--- src/rtl/tw_addr_pkg.sv ---
package tw_addr_pkg;
  localparam int BYTE_W = 8;
  localparam int ADDR_W = 16;
  localparam int PFX_W  = 5;
  localparam int FLAG_W = 2;
  localparam logic [PFX_W-1:0] TEN_PFX = 5'b11110;

  typedef enum logic [2:0] {
    ST_IDLE, ST_FIRST, ST_SECOND, ST_SEL, ST_REFIRST, ST_SKIP
  } phase_t;

  typedef struct packed {
    logic ackGo;
    logic nackGo;
    logic selSet;
    logic readSet;
    logic dirVal;
    logic stopClr;
  } strobe_t;

  typedef struct packed {
    logic isGenCall;
    logic isStartByte;
    logic hit7;
    logic hitHead;
    logic hitLow;
    logic rwBit;
    logic tenMode;
  } match_t;
endpackage

--- src/rtl/tw_addr_dp.sv ---
module tw_addr_dp
  import tw_addr_pkg::*;
(
  input  logic              clk,
  input  logic              rstN,
  input  logic [ADDR_W-1:0] slaveAddr,
  input  logic [BYTE_W-1:0] rxByte,
  input  logic [FLAG_W-1:0] flagClr,
  input  strobe_t           stb,
  output match_t            m,
  output logic              ackValid,
  output logic              ackOut,
  output logic              selected,
  output logic              readReq,
  output logic              dirRead
);
  localparam int HI_LSB = ADDR_W - (BYTE_W - 1);
  localparam int PFX_LSB = ADDR_W - PFX_W;

  logic unusedBit8;
  assign unusedBit8 = slaveAddr[BYTE_W];

  always_comb begin
    m.tenMode     = (slaveAddr[ADDR_W-1:PFX_LSB] == TEN_PFX);
    m.hit7        = (rxByte[BYTE_W-1:1] == slaveAddr[ADDR_W-1:HI_LSB]);
    m.hitHead     = (rxByte[BYTE_W-1:1] == {TEN_PFX, slaveAddr[BYTE_W+2:BYTE_W+1]});
    m.hitLow      = (rxByte == slaveAddr[BYTE_W-1:0]);
    m.isGenCall   = (rxByte == BYTE_W'(0));
    m.isStartByte = (rxByte == BYTE_W'(1));
    m.rwBit       = rxByte[0];
  end

  always_ff @(posedge clk) begin
    if (!rstN) begin
      ackValid <= 1'b0;
      ackOut   <= 1'b0;
      selected <= 1'b0;
      readReq  <= 1'b0;
      dirRead  <= 1'b0;
    end else begin
      ackValid <= stb.ackGo | stb.nackGo;
      ackOut   <= stb.ackGo;
      if (stb.stopClr)     selected <= 1'b0;
      else if (stb.selSet) selected <= 1'b1;
      else if (flagClr[0]) selected <= 1'b0;
      if (stb.readSet)     readReq <= 1'b1;
      else if (flagClr[1]) readReq <= 1'b0;
      if (stb.stopClr)     dirRead <= 1'b0;
      else if (stb.selSet) dirRead <= stb.dirVal;
    end
  end
endmodule

--- src/rtl/tw_addr_ctl.sv ---
module tw_addr_ctl
  import tw_addr_pkg::*;
(
  input  logic    clk,
  input  logic    rstN,
  input  logic    startDet,
  input  logic    rstartDet,
  input  logic    stopDet,
  input  logic    byteDone,
  input  logic    genCallEn,
  input  match_t  m,
  output strobe_t stb
);
  phase_t state, stateNxt;
  logic   tenSel, tenSelNxt;

  always_comb begin
    stb       = '0;
    stateNxt  = state;
    tenSelNxt = tenSel;
    if (stopDet) begin
      stb.stopClr = 1'b1;
      stateNxt    = ST_IDLE;
      tenSelNxt   = 1'b0;
    end else if (startDet || rstartDet) begin
      if (rstartDet && state == ST_SEL && tenSel) begin
        stateNxt = ST_REFIRST;
      end else begin
        stateNxt  = ST_FIRST;
        tenSelNxt = 1'b0;
      end
    end else if (byteDone) begin
      unique case (state)
        ST_FIRST: begin
          if (m.isGenCall) begin
            if (genCallEn) begin
              stb.ackGo = 1'b1; stb.selSet = 1'b1; stateNxt = ST_SEL;
            end else begin
              stb.nackGo = 1'b1; stateNxt = ST_SKIP;
            end
          end else if (m.isStartByte) begin
            stb.nackGo = 1'b1; stateNxt = ST_SKIP;
          end else if (m.tenMode) begin
            if (m.hitHead && !m.rwBit) begin
              stb.ackGo = 1'b1; stateNxt = ST_SECOND;
            end else begin
              stb.nackGo = 1'b1; stateNxt = ST_SKIP;
            end
          end else if (m.hit7) begin
            stb.ackGo   = 1'b1;
            stb.selSet  = 1'b1;
            stb.dirVal  = m.rwBit;
            stb.readSet = m.rwBit;
            stateNxt    = ST_SEL;
          end else begin
            stb.nackGo = 1'b1; stateNxt = ST_SKIP;
          end
        end
        ST_SECOND: begin
          if (m.hitLow) begin
            stb.ackGo = 1'b1; stb.selSet = 1'b1;
            tenSelNxt = 1'b1; stateNxt = ST_SEL;
          end else begin
            stb.nackGo = 1'b1; stateNxt = ST_SKIP;
          end
        end
        ST_REFIRST: begin
          if (m.hitHead && m.rwBit) begin
            stb.ackGo   = 1'b1;
            stb.selSet  = 1'b1;
            stb.dirVal  = 1'b1;
            stb.readSet = 1'b1;
            stateNxt    = ST_SEL;
          end else if (m.hitHead) begin
            stb.ackGo = 1'b1; tenSelNxt = 1'b0; stateNxt = ST_SECOND;
          end else begin
            stb.nackGo = 1'b1; tenSelNxt = 1'b0; stateNxt = ST_SKIP;
          end
        end
        default: ;
      endcase
    end
  end

  always_ff @(posedge clk) begin
    if (!rstN) begin
      state  <= ST_IDLE;
      tenSel <= 1'b0;
    end else begin
      state  <= stateNxt;
      tenSel <= tenSelNxt;
    end
  end
endmodule

--- src/rtl/tw_addr_match.sv ---
module tw_addr_match
  import tw_addr_pkg::*;
(
  input  logic              clk,
  input  logic              rstN,
  input  logic [ADDR_W-1:0] slaveAddr,
  input  logic              genCallEn,
  input  logic              startDet,
  input  logic              rstartDet,
  input  logic              stopDet,
  input  logic              byteDone,
  input  logic [BYTE_W-1:0] rxByte,
  input  logic [FLAG_W-1:0] flagClr,
  output logic              ackValid,
  output logic              ackOut,
  output logic              selected,
  output logic              readReq,
  output logic              dirRead
);
  strobe_t stb;
  match_t  m;

  tw_addr_ctl i_ctl (
    .clk(clk), .rstN(rstN), .startDet(startDet), .rstartDet(rstartDet),
    .stopDet(stopDet), .byteDone(byteDone), .genCallEn(genCallEn),
    .m(m), .stb(stb)
  );

  tw_addr_dp i_dp (
    .clk(clk), .rstN(rstN), .slaveAddr(slaveAddr), .rxByte(rxByte),
    .flagClr(flagClr), .stb(stb), .m(m), .ackValid(ackValid),
    .ackOut(ackOut), .selected(selected), .readReq(readReq),
    .dirRead(dirRead)
  );
endmodule

--- config.mk ---
export PLATFORM = sky130hd
export DESIGN_NAME = tw_addr_match
export DESIGN_NICKNAME = d
export VERILOG_FILES = /design/src/rtl/tw_addr_pkg.sv /design/src/rtl/tw_addr_dp.sv /design/src/rtl/tw_addr_ctl.sv /design/src/rtl/tw_addr_match.sv
export SDC_FILE = /design/constraint.sdc
export NUM_CORES = 1
export LEC_CHECK = 0
export BUFFER_PORTS_ARGS = -buffer_cell sky130_fd_sc_hd__buf_2
export CAP_MARGIN = 20
export CORE_MARGIN = 3
export CORE_UTILIZATION = 49
export DETAILED_ROUTE_END_ITERATION = 7
export PLACE_DENSITY = 0.9
export SYNTH_ARGS = -nofsm -noshare
export SYNTH_HDL_FRONTEND = slang
export SYNTH_SLANG_ARGS = --single-unit
--- constraint.sdc ---
create_clock -name clk -period 6 [get_ports clk]
set_clock_uncertainty 0.15 [all_clocks]
set_input_delay 0.9 -clock clk [delete_from_list [all_inputs] [get_ports clk]]
set_output_delay 0.9 -clock clk [all_outputs]
set_load 0.01 [all_outputs]
==> qor.yml <==
crit_chain: "buf_2, xor2_1, nor4_1, and2_1, a21oi_1, a31oi_2, mux2i_1"
cap_violations: 0
layout.nets: 178
yosysSeqAreaShare: 0.2205
period_share: 0.4434
synth_top_area_share: 0.2205
ys_async_sr_fraction: 0
setup-tns-final_ns: 0
yosys-top-cells-area: "dfxtp_1 22%, xor2_1 16%, nand2_1 6.0%"
worstMarginPinSlew_ns: 0.6822
cts_inserted_buffers: 3
startpoint: "rxByte[1]"
grt_use_total: 0.1961
portBuffers: 36
cp_max_fo: 5
antenna_found_initial: 0
die_y_um: 46.84
dieWidth_um: 46.84
worst_r2r_endpoint: "i_ctl.state[2]"
grt_pass1_vias: 789
hold_viol: 0
rsz0062_at_grt: "false"
synthFlopType: "dfxtp_1"
rows: 14
ys_ff_latch: 9
drc: 0
first_pass_iters: 4
h-tree-depth: 1
rr_worst_depth: 6
clock-sinks: 9
gp_congestion: 0.8260
p_sw_w: 0.00004177
hold_class: "flip-flop to flip-flop"
post_cts_resized: 0
rrSetupSlack_ns: 4.16
clock_path_buffers: 2
hold_buffers: 0
syn_area_um2: 817.0
worst_path_largest_cell_delay_ns: 0.61
leakage_nw: 0.4512
dp.cells: 156
yosysMostFrequentCell: "xor2_1"
setup_viol: 0
avgViaCountPerCell: 5.725
combPwrFrac: 0.253
synth_cell_types: 36
cts_tree: "yes"
vias: 916
finalNonFillerCells: 160
place_hpwl_mm: 1.701
holdPathStages: 2
synth_edf_count: 0
slowest_stage: "nor4_1"
globalRouteOverflowTotal: 0
dieArea_um2: 2194
start_kind: "input port"
drt_iter0_drc: 26
cp.arrival_ns: 2.71
wl_per_cell_um: 12.28
io_pins: 38
clk_pin_slew_ns: 0.06
swShare: 0.2884
grt_max_degree: 10
drive_gt1_frac: 0.2917
slew_headroom: 0.5410
core_region_area_um2: 1541
clk_latency_ns: 0.26
outcome: "finished, final reports clean"
fin_crit_ns: 2.660
nFillCells: 137
worstHoldStart: "i_ctl.tenSel"
ys_warn_count: 0
vdd_ir_drop_max_mv: 0.07759
grt_pass1_wl_mm: 3.174
reg2reg_from: "i_ctl.state[0]"
area_growth_pct: 26.65
ant_nets: 0
synth.avg_cell_area_um2: 7.708
p_per_area_nw_per_um2: 140.0
min_to: "i_ctl.tenSel"
max_freq_mhz: 375.9
cts-root-buf: "clkbuf_4"
drt_wl_total_mm: 1.964
clkPwrFrac: 0.321
path_class: "input port to flip-flop"
antenna_cells: 0
syn_inst: 106
cell_internal_pwr_w: 0.0001031
post_cts_buffers: 0
synth_common_cells: "15 x xor2_1, 13 x nand2_1, 11 x nor2_1"
seq_power_share: 0.426
drv_slew: 0
start_util: 0.5300
end_kind: "flip-flop"
critPathRequiredTime_ns: 6.05
syn_nets: 139
yosysTopAreaCell: "dfxtp_1"
per-layer routing:
| metal | global-route usage | part of all wire |
|---|---|---|
| met1 | 0.2574 | 0.43 |
| met3 | 0.01149 | 0.072 |
| met4 | 0.09392 | 0.017 |
| met2 | 0.3252 | 0.48 |
| met5 | 0 | 0 |
critical path: cells and delay by family:
kind	cells	cell delay (ns)
mux	1	0.19
xor+xnor	1	0.18
simple gates	2	0.94
buf+inv	1	0.13
compound gates	2	0.35
worst max path at each step:
stage / endpoint / depth (start not counted)
5_1_grt: i_dp.dirRead / 7
3_5_place_dp: i_dp.dirRead / 7
4_1_cts: i_dp.dirRead / 7
2_1_floorplan: i_dp.dirRead / 7
3_3_place_gp: i_ctl.state[2] / 7
6_report: i_dp.dirRead / 7
logic make-up after synthesis:
kind of cell	Yosys count	share of synthesized area
AND/OR/NAND/NOR	55	0.3737
AO/OA/AOI/OAI	24	0.2220
XOR/XNOR	15	0.1608
flip-flops	9	0.2205
buffers and inverters	2	0.01071
multiplexers	1	0.01225
layout by cell type, fill, tap and decap left out, types with 3 or more instances in the layout:
master and instances:
nor2_1 11, a21oi_1 5, buf_2 36, clkbuf_4 3, dfxtp_1 9, nor3_1 4, nor2b_1 6, xor2_1 15
nand2b_1 6, a21boi_1 3, nor4_1 3, nand2_1 13
power groups by stage:
stage / clock network (W) / registers [W] / logic [W]
finish: 0.0000466 / 0.0000617 / 0.0000366
global placement: 0 / 0.0000628 / 0.0000350
global route: 0.0000498 / 0.0000618 / 0.0000408
detailed placement: 0 / 0.0000630 / 0.0000366
floorplan: 0 / 0.0000620 / 0.0000192
CTS: 0.0000476 / 0.0000616 / 0.0000368
registers in the layout, summed over array words and instances, names as in the netlist:
name / count
i_dp.ackValid: 1
i_ctl.tenSel: 1
i_dp.ackOut: 1
i_ctl.state: 3
i_dp.readReq: 1
i_dp.dirRead: 1
i_dp.selected: 1
through the flow:
stage	area [um^2]	hold slack, ns	util	power [W]	setup WS (ns)
2_1_floorplan	817.0	0.2865	-	0.00008127	3.449
5_1_grt	1035	0.3286	0.6713	0.0001524	3.145
6_report	1035	0.3060	0.6713	0.0001449	3.340
3_5_place_dp	1008	0.2997	0.6542	0.00009960	3.087
3_3_place_gp	1008	0.2953	0.6542	0.00009785	3.157
4_1_cts	1035	0.3077	0.6713	0.0001460	3.351
cell type report:
type                    count  area, um^2  area share
clock buffers               4       26.28     0.02539
well taps                  16       20.02     0.01935
multi-input cells          95       628.1      0.6070
flip-flops and latches      9       180.2      0.1741
repair buffers             36       180.2      0.1741
(Power assumes the default switching activity.)
